## src/rtl/xcvr_init_pkg.sv

```systemverilog
package xcvr_init_pkg;
  typedef enum logic [2:0] {OP_WR, OP_RD, OP_WAIT, OP_CLEAR, OP_END} op_e;
  typedef enum logic [2:0] {ST_IDLE, ST_RUN, ST_ACC, ST_WAIT, ST_DONE, ST_ERR} st_e;

  // register addresses
  localparam int A_SWRST  = 'hF0;
  localparam int A_DEVID  = 'hF1;
  localparam int A_CLKCFG = 'hF2;
  localparam int A_TXMODE = 'h10;
  localparam int A_RXMODE = 'h11;
  localparam int A_TXCTL  = 'h12;
  localparam int A_RXCTL  = 'h13;
  localparam int A_LMODE  = 'h20;
  localparam int A_LBO    = 'h21;
  localparam int A_LTXEN  = 'h22;

  // bit positions
  localparam int B_E1   = 0;
  localparam int B_FEN  = 1;
  localparam int B_INIT = 2;
  localparam int B_MCLK = 0;

  localparam int N_STEPS = 17;
endpackage

```

## src/rtl/xcvr_init_bus.sv

```systemverilog
module xcvr_init_bus #(
  parameter int ADDR_W = 8,
  parameter int DATA_W = 8
) (
  input  logic              clk_i,
  input  logic              rst_ni,
  input  logic              req_i,
  input  logic              we_i,
  input  logic [ADDR_W-1:0] addr_i,
  input  logic [DATA_W-1:0] wdata_i,
  output logic              ack_o,
  output logic [DATA_W-1:0] rdata_o,
  output logic [ADDR_W-1:0] bus_addr_o,
  output logic [DATA_W-1:0] bus_wdata_o,
  output logic              bus_wr_o,
  output logic              bus_rd_o,
  input  logic [DATA_W-1:0] bus_rdata_i,
  input  logic              bus_rdy_i
);
  always_ff @(posedge clk_i or negedge rst_ni) begin
    if (!rst_ni) begin
      ack_o       <= 1'b0;
      rdata_o     <= '0;
      bus_addr_o  <= '0;
      bus_wdata_o <= '0;
      bus_wr_o    <= 1'b0;
      bus_rd_o    <= 1'b0;
    end else begin
      ack_o <= 1'b0;
      if (bus_wr_o || bus_rd_o) begin
        if (bus_rdy_i) begin
          bus_wr_o <= 1'b0;
          bus_rd_o <= 1'b0;
          ack_o    <= 1'b1;
          if (bus_rd_o) rdata_o <= bus_rdata_i;
        end
      end else if (req_i) begin
        bus_wr_o    <= we_i;
        bus_rd_o    <= !we_i;
        bus_addr_o  <= addr_i;
        bus_wdata_o <= we_i ? wdata_i : '0;
      end
    end
  end
endmodule

```

## src/rtl/xcvr_init_timer.sv

```systemverilog
module xcvr_init_timer #(
  parameter int CNT_W = 5
) (
  input  logic             clk_i,
  input  logic             rst_ni,
  input  logic             load_i,
  input  logic [CNT_W-1:0] count_i,
  output logic             fin_o
);
  logic [CNT_W-1:0] cnt_q;

  always_ff @(posedge clk_i or negedge rst_ni) begin
    if (!rst_ni)            cnt_q <= '0;
    else if (load_i)        cnt_q <= count_i;
    else if (cnt_q != '0)   cnt_q <= cnt_q - 1'b1;
  end

  // last waiting cycle
  assign fin_o = (cnt_q == CNT_W'(1));
endmodule

```

## src/rtl/xcvr_init_steps.sv

```systemverilog
module xcvr_init_steps
  import xcvr_init_pkg::*;
#(
  parameter int ADDR_W   = 8,
  parameter int DATA_W   = 8,
  parameter int LBO_W    = 3,
  parameter int STEP_W   = 5,
  parameter int WAIT_W   = 5,
  parameter int RST_WAIT = 20,
  parameter int CLK_WAIT = 30
) (
  input  logic [STEP_W-1:0] step_i,
  input  logic [ADDR_W-1:0] clr_addr_i,
  input  logic              e1_i,
  input  logic [DATA_W-1:0] clk_cfg_i,
  input  logic [DATA_W-1:0] tx_ctl_i,
  input  logic [DATA_W-1:0] rx_ctl_i,
  input  logic [LBO_W-1:0]  lbo_i,
  output op_e               op_o,
  output logic [ADDR_W-1:0] addr_o,
  output logic [DATA_W-1:0] data_o,
  output logic [WAIT_W-1:0] wait_o
);
  logic [DATA_W-1:0] mode_w, lmode_w;

  always_comb begin
    mode_w          = '0;
    mode_w[B_E1]    = e1_i;
    mode_w[B_FEN]   = 1'b1;
    lmode_w         = '0;
    lmode_w[B_E1]   = e1_i;
  end

  always_comb begin
    op_o   = OP_WR;
    addr_o = '0;
    data_o = '0;
    wait_o = '0;
    case (step_i)
      STEP_W'(0):  begin addr_o = ADDR_W'(A_SWRST);  data_o = DATA_W'(1); end
      STEP_W'(1):  begin addr_o = ADDR_W'(A_SWRST);  end
      STEP_W'(2):  begin op_o = OP_WAIT; wait_o = WAIT_W'(RST_WAIT); end
      STEP_W'(3):  begin op_o = OP_RD; addr_o = ADDR_W'(A_DEVID); end
      STEP_W'(4):  begin addr_o = ADDR_W'(A_CLKCFG); data_o = clk_cfg_i; end
      STEP_W'(5):  begin
        op_o   = OP_WAIT;
        wait_o = clk_cfg_i[B_MCLK] ? WAIT_W'(CLK_WAIT) : '0;
      end
      STEP_W'(6):  begin op_o = OP_CLEAR; addr_o = clr_addr_i; end
      STEP_W'(7):  begin addr_o = ADDR_W'(A_TXMODE); data_o = mode_w; end
      STEP_W'(8):  begin addr_o = ADDR_W'(A_RXMODE); data_o = mode_w; end
      STEP_W'(9):  begin addr_o = ADDR_W'(A_TXCTL);  data_o = tx_ctl_i; end
      STEP_W'(10): begin addr_o = ADDR_W'(A_RXCTL);  data_o = rx_ctl_i; end
      STEP_W'(11): begin addr_o = ADDR_W'(A_LMODE);  data_o = lmode_w; end
      STEP_W'(12): begin addr_o = ADDR_W'(A_LBO);    data_o = DATA_W'(lbo_i); end
      STEP_W'(13): begin addr_o = ADDR_W'(A_LTXEN);  data_o = DATA_W'(1); end
      STEP_W'(14): begin
        addr_o = ADDR_W'(A_TXMODE);
        data_o = mode_w | (DATA_W'(1) << B_INIT);
      end
      STEP_W'(15): begin
        addr_o = ADDR_W'(A_RXMODE);
        data_o = mode_w | (DATA_W'(1) << B_INIT);
      end
      default:     op_o = OP_END;
    endcase
  end
endmodule

```

## src/rtl/xcvr_init_seq.sv

```systemverilog
module xcvr_init_seq
  import xcvr_init_pkg::*;
#(
  parameter int              ADDR_W        = 8,
  parameter int              DATA_W        = 8,
  parameter int              LBO_W         = 3,
  parameter int              GLB_BASE      = 'hF0,
  parameter int              GLB_SIZE      = 16,
  parameter int              CLK_PERIOD_PS = 10000,
  parameter int              SETTLE_PS     = 300000,
  parameter int              RST_RECOV_CYC = 20,
  parameter logic [DATA_W-1:0] EXP_ID      = 8'hA5
) (
  input  logic              clk_i,
  input  logic              rst_ni,
  input  logic              start_i,
  input  logic              line_e1_i,
  input  logic [DATA_W-1:0] clk_cfg_i,
  input  logic [DATA_W-1:0] tx_ctl_i,
  input  logic [DATA_W-1:0] rx_ctl_i,
  input  logic [LBO_W-1:0]  lbo_i,
  output logic              busy_o,
  output logic              done_o,
  output logic              id_err_o,
  output logic [ADDR_W-1:0] bus_addr_o,
  output logic [DATA_W-1:0] bus_wdata_o,
  output logic              bus_wr_o,
  output logic              bus_rd_o,
  input  logic [DATA_W-1:0] bus_rdata_i,
  input  logic              bus_rdy_i
);
  localparam int SETTLE_CYC = (SETTLE_PS + CLK_PERIOD_PS - 1) / CLK_PERIOD_PS;
  localparam int WAIT_MAX   = (RST_RECOV_CYC > SETTLE_CYC) ? RST_RECOV_CYC : SETTLE_CYC;
  localparam int WAIT_W     = $clog2(WAIT_MAX + 1);
  localparam int STEP_W     = $clog2(N_STEPS);
  localparam int CLR_W      = ADDR_W + 1;

  st_e               st_q;
  logic [STEP_W-1:0] step_q;
  logic [CLR_W-1:0]  clr_q;
  logic              e1_q;
  logic [DATA_W-1:0] clk_cfg_q, tx_ctl_q, rx_ctl_q;
  logic [LBO_W-1:0]  lbo_q;

  op_e               op;
  logic [ADDR_W-1:0] op_addr;
  logic [DATA_W-1:0] op_data;
  logic [WAIT_W-1:0] op_wait;
  logic              req, ack, tmr_load, tmr_fin, in_win, clr_end, start_ok;
  logic [DATA_W-1:0] rdata;

  xcvr_init_steps #(
    .ADDR_W(ADDR_W), .DATA_W(DATA_W), .LBO_W(LBO_W), .STEP_W(STEP_W),
    .WAIT_W(WAIT_W), .RST_WAIT(RST_RECOV_CYC), .CLK_WAIT(SETTLE_CYC)
  ) u_steps (
    .step_i(step_q), .clr_addr_i(clr_q[ADDR_W-1:0]), .e1_i(e1_q),
    .clk_cfg_i(clk_cfg_q), .tx_ctl_i(tx_ctl_q), .rx_ctl_i(rx_ctl_q),
    .lbo_i(lbo_q), .op_o(op), .addr_o(op_addr), .data_o(op_data),
    .wait_o(op_wait)
  );

  xcvr_init_bus #(.ADDR_W(ADDR_W), .DATA_W(DATA_W)) u_bus (
    .clk_i(clk_i), .rst_ni(rst_ni), .req_i(req), .we_i(op != OP_RD),
    .addr_i(op_addr), .wdata_i(op_data), .ack_o(ack), .rdata_o(rdata),
    .bus_addr_o(bus_addr_o), .bus_wdata_o(bus_wdata_o), .bus_wr_o(bus_wr_o),
    .bus_rd_o(bus_rd_o), .bus_rdata_i(bus_rdata_i), .bus_rdy_i(bus_rdy_i)
  );

  xcvr_init_timer #(.CNT_W(WAIT_W)) u_tmr (
    .clk_i(clk_i), .rst_ni(rst_ni), .load_i(tmr_load), .count_i(op_wait),
    .fin_o(tmr_fin)
  );

  generate
    if (GLB_SIZE > 0) begin : g_win
      assign in_win = (clr_q >= CLR_W'(GLB_BASE)) && (clr_q < CLR_W'(GLB_BASE + GLB_SIZE));
    end else begin : g_nowin
      assign in_win = 1'b0;
    end
  endgenerate

  assign clr_end  = clr_q[ADDR_W];
  assign busy_o   = (st_q == ST_RUN) || (st_q == ST_ACC) || (st_q == ST_WAIT);
  assign done_o   = (st_q == ST_DONE);
  assign id_err_o = (st_q == ST_ERR);
  assign start_ok = start_i && !busy_o;

  always_comb begin
    req      = 1'b0;
    tmr_load = 1'b0;
    if (st_q == ST_RUN) begin
      case (op)
        OP_WR, OP_RD: req = 1'b1;
        OP_CLEAR:     req = !clr_end && !in_win;
        OP_WAIT:      tmr_load = (op_wait != '0);
        default:      ;
      endcase
    end
  end

  always_ff @(posedge clk_i or negedge rst_ni) begin
    if (!rst_ni) begin
      st_q      <= ST_IDLE;
      step_q    <= '0;
      clr_q     <= '0;
      e1_q      <= 1'b0;
      clk_cfg_q <= '0;
      tx_ctl_q  <= '0;
      rx_ctl_q  <= '0;
      lbo_q     <= '0;
    end else if (start_ok) begin
      st_q      <= ST_RUN;
      step_q    <= '0;
      clr_q     <= '0;
      e1_q      <= line_e1_i;
      clk_cfg_q <= clk_cfg_i;
      tx_ctl_q  <= tx_ctl_i;
      rx_ctl_q  <= rx_ctl_i;
      lbo_q     <= lbo_i;
    end else begin
      case (st_q)
        ST_RUN: begin
          case (op)
            OP_WR, OP_RD: st_q <= ST_ACC;
            OP_WAIT: begin
              if (op_wait == '0) step_q <= step_q + 1'b1;
              else               st_q   <= ST_WAIT;
            end
            OP_CLEAR: begin
              if (clr_end)     step_q <= step_q + 1'b1;
              else if (in_win) clr_q  <= clr_q + 1'b1;
              else             st_q   <= ST_ACC;
            end
            default: st_q <= ST_DONE;
          endcase
        end
        ST_ACC: begin
          if (ack) begin
            if (op == OP_RD && rdata != EXP_ID) begin
              st_q <= ST_ERR;
            end else begin
              st_q <= ST_RUN;
              if (op == OP_CLEAR) clr_q  <= clr_q + 1'b1;
              else                step_q <= step_q + 1'b1;
            end
          end
        end
        ST_WAIT: begin
          if (tmr_fin) begin
            st_q   <= ST_RUN;
            step_q <= step_q + 1'b1;
          end
        end
        default: ;
      endcase
    end
  end
endmodule

```

## config.mk

```make
export PLATFORM = sky130hd
export DESIGN_NAME = xcvr_init_seq
export DESIGN_NICKNAME = d
export VERILOG_FILES = /design/src/rtl/xcvr_init_pkg.sv /design/src/rtl/xcvr_init_bus.sv /design/src/rtl/xcvr_init_timer.sv /design/src/rtl/xcvr_init_steps.sv /design/src/rtl/xcvr_init_seq.sv
export SDC_FILE = /design/constraint.sdc
export NUM_CORES = 1
export LEC_CHECK = 0
export BUFFER_PORTS_ARGS = -buffer_cell sky130_fd_sc_hd__buf_2
export CORE_MARGIN = 5
export CORE_UTILIZATION = 48
export DETAILED_ROUTE_END_ITERATION = 12
export PLACE_DENSITY = 0.69
export REMOVE_ABC_BUFFERS = 1
export SYNTH_ARGS = -nofsm -noshare
export SYNTH_HDL_FRONTEND = slang
export SYNTH_SLANG_ARGS = --single-unit
```

## constraint.sdc

```tcl
create_clock -name clk_i -period 3.9 [get_ports clk_i]
set_clock_uncertainty 0.1 [all_clocks]
set_input_delay 0.195 -clock clk_i [delete_from_list [all_inputs] [get_ports clk_i]]
set_output_delay 0.195 -clock clk_i [all_outputs]
set_load 0.02 [all_outputs]
```

==> flow_summary.yaml <==
outcome:
  outcome: "completed"
clock_network:
  clockRootBuffer: "clkbuf_8"
  path_clk_slew_ns: 0.09
  numCtsBuffers: 9
  ctsHoldBuffers: 37
  cts_resized: 0
  clk_path_buf_depth: 2
  clk_latency_ns: 0.35
  cts_max_level: 3
  tritoncts: "built"
  cts_sinks: 77
  postCtsSetupRepairBufs: 0
floorplan:
  die_x_um: 103
  pin_count: 61
  design.core.area_mm2: 0.00864
  die_area_mm2: 0.0107
  die_y_um: 103
  rows: 34
  start_util_pct: 48.5
final_layout:
  nets: 587
  stdcell_area_mm2: 0.00511
  insertedDiodeCount: 0
  fillers: 745
  syn2layout_area_growth_pct: 22.0
  fin_util_pct: 59.2
  finalNonFillerCells: 650
  drive_above_1_share_pct: 19.7
job:
  max_cap_viol_count: 0
sta:
  worst_slew_pin_slew_ns: 0.975
  timing.final.setup_violations: 0
  post-route-period-util_pct: 79.4
  hold_viol_final: 0
  slew_headroom_pct: 35.0
  finalSetupTns_ns: 0
  rsz0062_at_grt: "no"
  report.final.slew_viol_count: 0
  period_needed_ns: 3.10
  fmax_mhz: 323
synth:
  synth_ff_type: "dfrtp_1"
  ys_seq_elements: 77
  synth_enable_flop_cells: 0
  ys_warn_count: 0
  synth.avg_cell_area_um2: 9.38
  synth_most_common_cell: "nand2_1"
  yosys.area.top_type: "dfrtp_1"
  seq_area_frac_synth_pct: 46.0
  yosys.area.top_type_share_pct: 46.0
  synth.distinct_cells: 66
  synthTopCellsByCount: "107 x nand2_1, 77 x dfrtp_1, 25 x nor2_1"
  netlist_top_cells_area: "dfrtp_1 46%, nand2_1 9.6%, mux2_2 4.8%, mux2i_1 3.8%, ha_1 3.0%"
  syn_area_mm2: 0.00419
  syn_inst: 447
  synthArstFlopShare_pct: 100
setup_path:
  startpoint: "step_q[2]"
  reg2regPathDepth: 7
  endpoint_kind: "register"
  cp_max_fo: 30
  cp_data_required_time_ns: 4.07
  worstReg2RegEnd: "u_bus.bus_wdata_o[4]"
  crit_arrival_ns: 3.26
  r2r_setup_slack_ns: 0.80
  worstSetupPathType: "reg -> reg"
  reg2reg_from: "step_q[2]"
  setup.worst_path.start_class: "register"
routing:
  detail_route.vias_per_cell: 5.39
  vias: 3502
  dr_wl_met2_um: 4660
  drtIter0Drc: 240
  drc: 0
  maxUsedRoutingLayer: "met4"
  wl_met1_um: 4540
  wl_met3_um: 558
  ant_nets: 0
  drt_pre_antenna_iters: 7
  wirelength_um: 9940
  wl_per_cell_um: 15.3
grt:
  first_global_vias: 3419
  grt_pass1_wl_um: 16900
  gr-total-overflow: 0
  grt_max_degree: 78
  gr-usage-all-layers_pct: 20.2
  antenna_found_initial: 0
worst_hold_path:
  hp-class: "in -> reg"
  hp-start: "bus_rdy_i"
  min_to: "u_bus.ack_o"
  hold_depth: 3
placed_design:
  gp_congestion: 0.922
  dpl_cell_area_mm2: 0.00454
  port_buffers: 60
  dpl.cell_count: 597
  hpwl_um: 6570
power:
  p_total_mw: 3.70
  cellLeakagePower_nw: 2.50
  vdd_drop_max_uv: 366
  power_density_mw_per_mm2: 723
-- layout by cell type (no fill, tap or decap), types with 9 or more instances in the layout --
cell type      count
nor2_1            25
dlygate4sd3_1     37
mux2_2            18
buf_2             59
mux2i_1           16
o21ai_0           17
clkbuf_8           9
inv_1             23
nand2_1          107
a21oi_1           10
ha_1              10
dfrtp_1           77
-- worst max path at each step --
stage,end,slack (ns)
3_3_place_gp,u_bus.bus_addr_o[7],1.0
5_1_grt,u_bus.bus_wdata_o[2],0.58
3_5_place_dp,u_bus.bus_wdata_o[4],0.83
2_1_floorplan,u_bus.bus_addr_o[0],1.23
4_1_cts,u_bus.bus_wdata_o[4],0.83
6_report,u_bus.bus_wdata_o[4],0.80
-- routing by layer --
| metal | GRT usage, % | vias to the layer above |
|---|---|---|
| met2 | 31.2 | 108 |
| met1 | 28.4 | 1648 |
| met5 | 0 | - |
| li1 | - | 1729 |
| met3 | 3.49 | 17 |
| met4 | 8.07 | 0 |
-- power by group --
| group | switching [mW] | internal, mW |
|---|---|---|
| Clock | 0.322 | 0.303 |
| Combinational | 0.962 | 0.707 |
| Sequential | 0.287 | 1.11 |
-- cells by family (layout without fill, tap and decap cells) --
logic type / Yosys count / count (layout) / share of synthesized area, %
compound gates: 76 / 76 / 13.5
xor+xnor: 5 / 5 / 1.04
fa+ha+maj: 11 / 11 / 3.22
buf+inv: 47 / 142 / 5.28
flops: 77 / 77 / 46.0
mux: 34 / 34 / 8.66
simple gates: 197 / 197 / 22.3
-- worst max-delay path, cell delays in order, from the launching register on --
cell and delay (ns):
dfrtp_1 0.86, and3_1 0.27, ha_1 0.21, a31oi_2 0.09, o2111ai_1 0.26, and4_1 0.76
buf_4 0.26, mux2i_1 0.20
-- flip-flops by register name, summed over array words and instances, names as in the netlist --
signal,count
clk_cfg_q,8
clr_q,9
e1_q,1
lbo_q,3
rx_ctl_q,8
st_q,3
step_q,5
tx_ctl_q,8
u_bus.ack_o,1
u_bus.bus_addr_o,8
u_bus.bus_rd_o,1
u_bus.bus_wdata_o,8
u_bus.bus_wr_o,1
u_bus.rdata_o,8
u_tmr.cnt_q,5
-- layout make-up --
| type | count | area [um2] | share of cell area (%) |
|---|---|---|---|
| well taps | 108 | 135 | 2.64 |
| flip-flops and latches | 77 | 1930 | 37.7 |
| repair buffers | 103 | 718 | 14.0 |
| clock buffers | 9 | 124 | 2.42 |
| inverters | 23 | 86.3 | 1.69 |
| multi-input cells | 323 | 2040 | 40.0 |
| clock inverters | 7 | 80.1 | 1.57 |
-- metrics by stage --
step                hold WS (ns)  worst slack (ns)
finish                    0.0385             0.804
global route              0.0523             0.580
floorplan                 -0.201              1.23
detailed placement         0.287             0.832
CTS                       0.0157             0.830
global placement           0.283             0.998
Power figures use the tool's default switching activity.
